## src/rtl/twb_pkg.sv

```systemverilog
package twb_pkg;
  typedef struct packed {
    logic rise;
    logic fall;
    logic start;
    logic stop;
  } twb_evt_t;

  // encoding follows {cfg_master, cfg_tx}
  typedef enum logic [1:0] {
    ROLE_SLV_RX = 2'b00,
    ROLE_SLV_TX = 2'b01,
    ROLE_MST_RX = 2'b10,
    ROLE_MST_TX = 2'b11
  } twb_role_e;
endpackage

```

## src/rtl/twb_line_sync.sv

```systemverilog
module twb_line_sync #(
  parameter int STAGES  = 2,
  parameter bit RST_VAL = 1'b1
) (
  input  logic clk,
  input  logic rst_n,
  input  logic d,
  output logic q
);
  logic [STAGES-1:0] chain;

  for (genvar i = 0; i < STAGES; i++) begin : g_stg
    logic nxt;
    logic ff;
    if (i == 0) begin : g_first
      assign nxt = d;
    end else begin : g_rest
      assign nxt = chain[i-1];
    end
    always_ff @(posedge clk or negedge rst_n) begin
      if (!rst_n) ff <= RST_VAL;
      else        ff <= nxt;
    end
    assign chain[i] = ff;
  end

  assign q = chain[STAGES-1];
endmodule

```

## src/rtl/twb_cond_det.sv

```systemverilog
module twb_cond_det
  import twb_pkg::*;
(
  input  logic     clk,
  input  logic     rst_n,
  input  logic     scl_s,
  input  logic     sda_s,
  output twb_evt_t evt
);
  logic scl_q, sda_q;

  always_ff @(posedge clk or negedge rst_n) begin
    if (!rst_n) begin
      scl_q <= 1'b1;
      sda_q <= 1'b1;
    end else begin
      scl_q <= scl_s;
      sda_q <= sda_s;
    end
  end

  always_comb begin
    evt.rise  = scl_s & ~scl_q;
    evt.fall  = ~scl_s & scl_q;
    evt.start = scl_s & scl_q & sda_q & ~sda_s;
    evt.stop  = scl_s & scl_q & ~sda_q & sda_s;
  end
endmodule

```

## src/rtl/twb_bit_engine.sv

```systemverilog
module twb_bit_engine
  import twb_pkg::*;
#(
  parameter int DATA_W = 8
) (
  input  logic              clk,
  input  logic              rst_n,
  input  twb_evt_t          evt,
  input  logic              sda_s,
  input  logic              tx_mode,
  input  logic              ack_en,
  input  logic              mute,
  input  logic              drop,
  input  logic              load,
  input  logic [DATA_W-1:0] load_data,
  output logic              in_byte,
  output logic              idle,
  output logic              done,
  output logic [DATA_W-1:0] rx_byte,
  output logic              ack_bit,
  output logic              sda_oe
);
  localparam int SLOT_W = $clog2(DATA_W + 1);
  localparam logic [SLOT_W-1:0] ACK_SLOT = SLOT_W'(DATA_W);

  logic [SLOT_W-1:0] slot;
  logic              hi_seen;
  logic              tx_loaded;
  logic [DATA_W-1:0] txsh, rxsh, rx_q;
  logic              ack_q;
  logic              cond;

  assign cond = evt.start | evt.stop;
  assign done = evt.fall & hi_seen & (slot == ACK_SLOT) & ~cond;

  always_ff @(posedge clk or negedge rst_n) begin
    if (!rst_n) begin
      slot    <= '0;
      hi_seen <= 1'b0;
      rxsh    <= '0;
      rx_q    <= '0;
      ack_q   <= 1'b1;
    end else if (cond) begin
      slot    <= '0;
      hi_seen <= 1'b0;
    end else begin
      if (evt.rise) begin
        hi_seen <= 1'b1;
        if (slot != ACK_SLOT) rxsh <= {rxsh[DATA_W-2:0], sda_s};
        else                  ack_q <= sda_s;
      end
      if (evt.fall && hi_seen) begin
        hi_seen <= 1'b0;
        if (slot == ACK_SLOT) begin
          slot <= '0;
          rx_q <= rxsh;
        end else begin
          slot <= slot + SLOT_W'(1);
        end
      end
    end
  end

  always_ff @(posedge clk or negedge rst_n) begin
    if (!rst_n) begin
      tx_loaded <= 1'b0;
      txsh      <= '1;
    end else if (drop) begin
      tx_loaded <= 1'b0;
    end else if (load) begin
      tx_loaded <= 1'b1;
      txsh      <= load_data;
    end else if (done) begin
      tx_loaded <= 1'b0;
    end else if (evt.fall && hi_seen && !cond && slot != ACK_SLOT) begin
      txsh <= txsh << 1;
    end
  end

  always_comb begin
    if (mute)         sda_oe = 1'b0;
    else if (tx_mode) sda_oe = tx_loaded & (slot != ACK_SLOT) & ~txsh[DATA_W-1];
    else              sda_oe = ack_en & (slot == ACK_SLOT);
  end

  assign in_byte = (slot != '0);
  assign idle    = (slot == '0) & ~hi_seen;
  assign rx_byte = rx_q;
  assign ack_bit = ack_q;
endmodule

```

## src/rtl/twb_byte_ctrl.sv

```systemverilog
module twb_byte_ctrl
  import twb_pkg::*;
#(
  parameter int DATA_W      = 8,
  parameter int SYNC_STAGES = 2
) (
  input  logic              clk,
  input  logic              rst_n,
  input  logic              scl_i,
  input  logic              sda_i,
  output logic              scl_oe,
  output logic              sda_oe,
  input  logic              cfg_master,
  input  logic              cfg_tx,
  input  logic              cfg_ack_en,
  input  logic              cfg_int_en,
  input  logic              s_valid,
  output logic              s_ready,
  input  logic [DATA_W-1:0] s_data,
  output logic              m_valid,
  input  logic              m_ready,
  output logic [DATA_W-1:0] m_data,
  output logic              pin,
  output logic              int_n,
  output logic              sts_ber,
  output logic              sts_stop,
  output logic              sts_ack_rx
);
  twb_role_e role;
  twb_evt_t  evt;
  logic      scl_s, sda_s;
  logic      in_byte, idle, done;
  logic      ber_ev, stop_ev, clr_ev, set_ev, s_fire, m_fire;
  logic      pin_q, ber_q, stop_q;

  assign role = twb_role_e'({cfg_master, cfg_tx});

  twb_line_sync #(.STAGES(SYNC_STAGES), .RST_VAL(1'b1)) scl_sync_i (
    .clk(clk), .rst_n(rst_n), .d(scl_i), .q(scl_s));
  twb_line_sync #(.STAGES(SYNC_STAGES), .RST_VAL(1'b1)) sda_sync_i (
    .clk(clk), .rst_n(rst_n), .d(sda_i), .q(sda_s));

  twb_cond_det cond_i (
    .clk(clk), .rst_n(rst_n), .scl_s(scl_s), .sda_s(sda_s), .evt(evt));

  twb_bit_engine #(.DATA_W(DATA_W)) eng_i (
    .clk      (clk),
    .rst_n    (rst_n),
    .evt      (evt),
    .sda_s    (sda_s),
    .tx_mode  (cfg_tx),
    .ack_en   (cfg_ack_en),
    .mute     (ber_q),
    .drop     (ber_ev),
    .load     (s_fire),
    .load_data(s_data),
    .in_byte  (in_byte),
    .idle     (idle),
    .done     (done),
    .rx_byte  (m_data),
    .ack_bit  (sts_ack_rx),
    .sda_oe   (sda_oe)
  );

  assign s_ready = cfg_tx & idle;
  assign m_valid = ~cfg_tx & ~pin_q;
  assign s_fire  = s_valid & s_ready;
  assign m_fire  = m_valid & m_ready;

  assign ber_ev  = (evt.start | evt.stop) & in_byte;
  assign stop_ev = evt.stop & ~in_byte & (role == ROLE_SLV_RX);
  assign clr_ev  = done | ber_ev | stop_ev;
  assign set_ev  = s_fire | m_fire;

  always_ff @(posedge clk or negedge rst_n) begin
    if (!rst_n) begin
      pin_q  <= 1'b1;
      ber_q  <= 1'b0;
      stop_q <= 1'b0;
    end else if (clr_ev) begin
      pin_q <= 1'b0;
      if (ber_ev)  ber_q  <= 1'b1;
      if (stop_ev) stop_q <= 1'b1;
    end else if (set_ev) begin
      pin_q  <= 1'b1;
      ber_q  <= 1'b0;
      stop_q <= 1'b0;
    end
  end

  assign scl_oe   = ~cfg_master & ~pin_q & ~ber_q & ~stop_q;
  assign int_n    = ~(cfg_int_en & ~pin_q);
  assign pin      = pin_q;
  assign sts_ber  = ber_q;
  assign sts_stop = stop_q;
endmodule

```

## config.mk

```make
export PLATFORM = sky130hd
export DESIGN_NAME = twb_byte_ctrl
export DESIGN_NICKNAME = d
export VERILOG_FILES = /design/src/rtl/twb_pkg.sv /design/src/rtl/twb_line_sync.sv /design/src/rtl/twb_cond_det.sv /design/src/rtl/twb_bit_engine.sv /design/src/rtl/twb_byte_ctrl.sv
export SDC_FILE = /design/constraint.sdc
export NUM_CORES = 1
export LEC_CHECK = 0
export ABC_AREA = 1
export BUFFER_PORTS_ARGS = -buffer_cell sky130_fd_sc_hd__clkbuf_2
export CORE_MARGIN = 5
export CORE_UTILIZATION = 45
export DETAILED_ROUTE_END_ITERATION = 12
export PLACE_DENSITY_LB_ADDON = 0.05
export SYNTH_ARGS = -nofsm -noshare
export SYNTH_HDL_FRONTEND = slang
export SYNTH_HIERARCHICAL = 1
export SYNTH_SLANG_ARGS = --single-unit
```

## constraint.sdc

```tcl
create_clock -name clk -period 2.1 [get_ports clk]
set_clock_uncertainty 0.1 [all_clocks]
set_input_delay 0.63 -clock clk [delete_from_list [all_inputs] [get_ports clk]]
set_output_delay 0.63 -clock clk [all_outputs]
set_load 0.05 [all_outputs]
```

After elaboration in Yosys (flattened, before gate mapping)
Index checks and enable logic that the tools add are counted.
{"block": "word_totals", "reg_bits": 40, "inputBits": 18, "output_inout_bits": 17, "word_cells": 106}
{"block": "classes", "addsub": 1, "eq_ne": 5, "mux": 21, "n_bitwise": 45, "n_reduce_logical": 18}
{"op": "1-bit bitwise AND", "n": 25}
{"op": "8-bit two-way mux", "n": 3}
{"op": "1-bit NOT", "n": 16}
{"op": "1-bit two-way mux", "n": 15}
{"op": "4-bit two-way mux", "n": 3}
{"op": "3-bit AND reduction", "n": 4}
{"op": "2-bit nonzero test", "n": 3}
{"op": "3-bit nonzero test", "n": 2}
{"op": "4-bit by 1-bit adder with 4-bit output, second input constant", "n": 1}
{"op": "4-bit == test, second input constant", "n": 1}
{"op": "4-bit logical NOT", "n": 1}
{"op": "2-bit != test, second input constant", "n": 2}
{"op": "4-bit != test, second input constant", "n": 1}
{"op": "1-bit OR", "n": 4}
{"op": "2-bit AND reduction", "n": 2}
{"op": "4-bit nonzero test", "n": 1}
{"op": "1-bit logical AND", "n": 3}
{"op": "2-bit logical NOT", "n": 1}
{"op": "2-bit by 1-bit != test with 1-bit output, second input constant", "n": 1}
{"op": "1-bit logical NOT", "n": 1}

Longest topological paths before layout
{"block": "depth", "word_depth": 10, "mapped_depth": 12}

Modules after synthesis
The synthesis kept the hierarchy.
{"module": "twb_bit_engine", "n_inst": 1, "cells_per_inst": 163, "area_each_um2": 1497.7, "seq_area_each_um2": 787.0}
{"module": "twb_byte_ctrl", "n_inst": 1, "cells_per_inst": 26, "area_each_um2": 190.2, "seq_area_each_um2": 76.3}
{"module": "twb_line_sync", "n_inst": 2, "cells_per_inst": 2, "area_each_um2": 52.6, "seq_area_each_um2": 52.6}
{"module": "twb_cond_det", "n_inst": 1, "cells_per_inst": 13, "area_each_um2": 93.8, "seq_area_each_um2": 52.6}

Least setup slack after synthesis
No wires, ideal clock.
{"block": "synth_timing", "kind": "input port to output port", "from": "in cfg_master", "to": "out scl_oe", "arrival_ns": 2.185, "t_required_ns": 1.370, "path_slack_ns": -0.815, "path_stages": 1, "n_path_buf": 0, "cell_sequence": "nor4_1"}
{"block": "synth_between", "elab_chain_len": 4}
{"item": "from (decl)", "line": "twb_byte_ctrl.sv:13", "text": "input logic cfg_master,"}
{"item": "1-bit NOT", "line": "twb_byte_ctrl.sv:91", "text": "assign scl_oe = ~cfg_master & ~pin_q & ~ber_q & ~stop_q;"}
{"item": "1-bit bitwise AND (3 in a row)", "line": "twb_byte_ctrl.sv:91"}
{"item": "to (decl)", "line": "twb_byte_ctrl.sv:11", "text": "output logic scl_oe,"}
No other way between the ends.

Worst setup path after layout
{"block": "layout_timing", "from": "reg eng_i.slot[1]", "to": "out sda_oe"}
{"block": "layout_between", "elab_chain_len": 5}
{"item": "from (decl)", "line": "twb_bit_engine.sv:26", "text": "logic [SLOT_W-1:0] slot;"}
{"item": "from (signal assigned)", "line": "twb_bit_engine.sv:58", "text": "slot <= slot + SLOT_W'(1);"}
{"item": "4-bit != test", "line": "twb_bit_engine.sv:82", "text": "else if (tx_mode) sda_oe = tx_loaded & (slot != ACK_SLOT) & ~txsh[DATA_W-1];"}
{"item": "1-bit bitwise AND (2 in a row)", "line": "twb_bit_engine.sv:82"}
{"item": "1-bit two-way mux *", "line": "twb_bit_engine.sv:82"}
{"item": "1-bit two-way mux *", "line": "twb_bit_engine.sv:81", "text": "if (mute) sda_oe = 1'b0;"}
{"item": "to (decl)", "line": "twb_byte_ctrl.sv:12", "text": "output logic sda_oe,"}
Every way passes the cells marked *; elsewhere a longest branch is shown, timed or not.

==> run_results.csv <==
group,metric,value,unit
final_layout,n_fill_cell,362,
floorplan,core_area,4029,um2
yosys,ys_ff_latch,40,
floorplan,die-area,5588,um2
cts,clk_pin_slew,0.07,ns
final_layout,drive_gt1_share,41.31,%
floorplan,die_y,74.75,um
timing,setup_tns,-0.09113,ns
timing,rsz0062_at_grt,"true",
cts,cts_buffers,5,
hold_path,min_path_type,"flop to flop",
floorplan,rows,23,
yosys,ys_types,28,
power,power_frac_clock,25.0,%
yosys,avgSynthCellArea,9.159,um2
cts,cts-root-buf,"clkbuf_8",
grt,grt_usage,16.13,%
worst_setup_path,r2r-start,"scl_sync_i/q$_DFF_PN1_",
yosys,synth_seq_area_share,54.11,%
worst_setup_path,r2r_slack,0.22,ns
power,combPwrFrac,31.6,%
place,io_buffers,34,
timing,maxSlewViolCount,0,
drt,antenna_left,0,
yosys,synthArstFlopShare,100.0,%
yosys,synth_most_common_cell,"nand2_1",
worst_setup_path,r2r_cells,9,
worst_setup_path,worstPathArrival,1.43,ns
place,dp_hpwl,2.865,mm
drt,drc,0,
timing,slew_headroom,67.31,%
floorplan,io_pins,35,
grt,grt_max_degree,41,
power,seqPwrFrac,43.4,%
cts,cts_tree,"yes",
run_status,status,"finished with violations",
yosys,synth_top_cell_by_area,"dfrtp_1",
timing,setup_ws,-0.05698,ns
drt,vias_per_cell,4.926,
grt,grt_first_pass_wirelength,6.803,mm
yosys,yosysWarnings,6,
worst_setup_path,critical_path_required,1.37,ns
run_status,violations,"setup timing",
timing,setup_viol,2,
timing,hold_viol_final,0,
worst_setup_path,path_max_fanout,3,
timing,hold_slack,0.2574,ns
final_layout,area_delta_synth_final,26.46,%
floorplan,initial_utilization,46.83,%
grt,overflow,0,
worst_setup_path,cp-end-kind,"primary output",
yosys,yosys-top-cells-count,"65 x nand2_1, 24 x dfrtp_1, 22 x inv_1",
grt,grt_pass1_vias,1573,
cts,clockBufferDepth,2,
drt,wl,3.981,mm
yosys,syn_nets,226,
drt,wl_per_cell,12.88,um
worst_setup_path,crit_slowest_cell,"dfrtp_1",
worst_setup_path,path_cells,"inv_2 -> ha_4 -> nand3_4 -> nand2_2 -> nor3b_4 -> buf_8",
drt,drt_iter0_markers,89,
drt,vias,1522,
worst_setup_path,crit_type,"flop to primary output",
place,gp_congestion,0.8469,
timing,min_period,2.157,ns
cts,clk-insertion-delay-late,0.28,ns
cts,htreeDepth,2,
yosys,syn_area,1887,um2
power,p_int,1.670,mW
timing,fin_crit_sh,102.7,%
yosys,yosysTopAreaCellShare,31.83,%
grt,antenna_found_initial,0,
timing,worst_pin_slew,0.4904,ns
timing,max_freq,463.6,MHz
worst_setup_path,reg2reg_to,"eng_i/txsh[1]$_DFFE_PN1P_",
worst_setup_path,critPathLaunch,"eng_i/slot[1]$_DFFE_PN0N_",
power,p_leak,1.217,nW
yosys,synth-main-ff-cell,"dfrtp_1",
worst_setup_path,crit_end,"sda_oe",
cts,cts.sinks,40,
worst_setup_path,max_stage_delay,0.40,ns
job,max-cap-violations,0,
power,p_per_area,1061,nW/um2
power,ir_worst_vdd,0.4803,mV
yosys,synth_area_leaders,"dfrtp_1 32%, dfstp_2 22%, nand2_1 13%",
worst_setup_path,start_kind,"flop",
yosys,synthCells,206,
final_layout,final_nets,278,
final_layout,num_antenna_cells,0,
floorplan,die_w,74.75,um
power,sw_frac_of_total,34.03,%
cts,hold_buffers,0,
power,p_switching,0.8614,mW
yosys,synth_edf_count,0,
drt,drt-pass1-iter-count,4,
[metrics by stage]
step / instances / cell area (um2) / total power [mW] / setup WS, ns / util (%)
6_report: 309 / 2386 / 2.531 / -0.05698 / 59.22
2_1_floorplan: 206 / 1913 / 1.606 / 0.01908 / -
3_3_place_gp: 296 / 2186 / 1.763 / 0.05553 / 54.25
3_5_place_dp: 296 / 2186 / 1.800 / 0.02964 / 54.25
4_1_cts: 307 / 2366 / 2.521 / -0.06720 / 58.73
5_1_grt: 309 / 2386 / 2.696 / -0.1633 / 59.22
[how the worst min path moves through the flow]
| stage | to | from | slack (ns) | cells after the start |
|---|---|---|---|---|
| floorplan | eng_i/hi_seen$_DFFE_PN0P_ | rst_n | 0.23 | 0 |
| global placement | scl_sync_i/q$_DFF_PN1_ | scl_sync_i/g_stg[0].ff$_DFF_PN1_ | 0.25 | 0 |
| detailed placement | sda_sync_i/q$_DFF_PN1_ | sda_sync_i/g_stg[0].ff$_DFF_PN1_ | 0.25 | 0 |
| CTS | sda_sync_i/q$_DFF_PN1_ | sda_sync_i/g_stg[0].ff$_DFF_PN1_ | 0.26 | 0 |
| global route | sda_sync_i/q$_DFF_PN1_ | sda_sync_i/g_stg[0].ff$_DFF_PN1_ | 0.27 | 0 |
| finish | sda_sync_i/q$_DFF_PN1_ | sda_sync_i/g_stg[0].ff$_DFF_PN1_ | 0.26 | 0 |
[final cells by class]
class	count	area, um2	share of cell area, %
Clock buffer	6	82.58	3.461
Clock inverter	2	33.78	1.416
Inverter	25	93.84	3.933
Multi-Input combinational cell	138	797.0	33.40
Sequential cell	40	1021	42.79
Tap cell	50	62.56	2.622
Timing Repair Buffer	48	295.3	12.38
[power groups by stage]
| stage | sequential (mW) | combinational [mW] | clock [mW] |
|---|---|---|---|
| floorplan | 1.15 | 0.453 | 0 |
| global placement | 1.10 | 0.662 | 0 |
| CTS | 1.10 | 0.767 | 0.655 |
| detailed placement | 1.11 | 0.688 | 0 |
| finish | 1.10 | 0.800 | 0.632 |
| global route | 1.12 | 0.885 | 0.692 |
[repair_timing]
action	in CTS	in global routing
pin swaps	2	2
endpoints found under the hold margin	0	0
resized for setup	11	4
buffers inserted	3	2
endpoints found under the setup margin	2	2
[critical path: cells and delay by family (launching register included)]
kind | cells | cell delay (ns)
DFF | 1 | 0.40
and+or+nand+nor | 3 | 0.34
buffers and inverters | 2 | 0.26
adders and majority gates | 1 | 0.15
[kinds of logic (layout without fill, tap and decap cells)]
kind of cell | count (synthesis) | in the layout | synth area share, %
flops | 40 | 40 | 54.11
xor+xnor | 2 | 2 | 0.9286
buf+inv | 28 | 81 | 6.432
simple gates | 111 | 111 | 29.51
fa+ha+maj | 2 | 2 | 1.326
compound gates | 23 | 23 | 7.692
[per-layer routing]
metal	part of all wire [%]	track usage (%)	vias up	wire [um]
li1	-	-	756	-
met1	45	20.17	721	1801
met2	48	26.24	41	1918
met3	5.6	3.471	4	222
met4	0.95	8.498	0	38
met5	0	0	-	0
[cells in the final DEF (no fill, tap or decap), types with 2 or more instances in the layout]
master	netlist	routed
buf_4	0	14
buf_8	0	2
clkbuf_2	0	32
clkbuf_8	0	6
clkinv_1	1	2
dfrtp_1	24	24
dfstp_2	16	16
inv_1	22	19
inv_2	2	5
nand2_1	65	64
nand2_2	4	5
nand2_4	3	3
nand3_1	16	15
nand3_2	2	3
nand3_4	2	2
nand3b_1	2	2
nor2_1	9	8
nor2_2	4	5
o21ai_0	12	12
o21ai_2	7	7
o22ai_1	2	2
[sequential cells by signal (all words and copies together), names as in the netlist, 4 cells and up]
name           count
eng_i/rx_byte      8
eng_i/rxsh         8
eng_i/txsh         8
eng_i/slot         4
(Power assumes the default switching activity.)
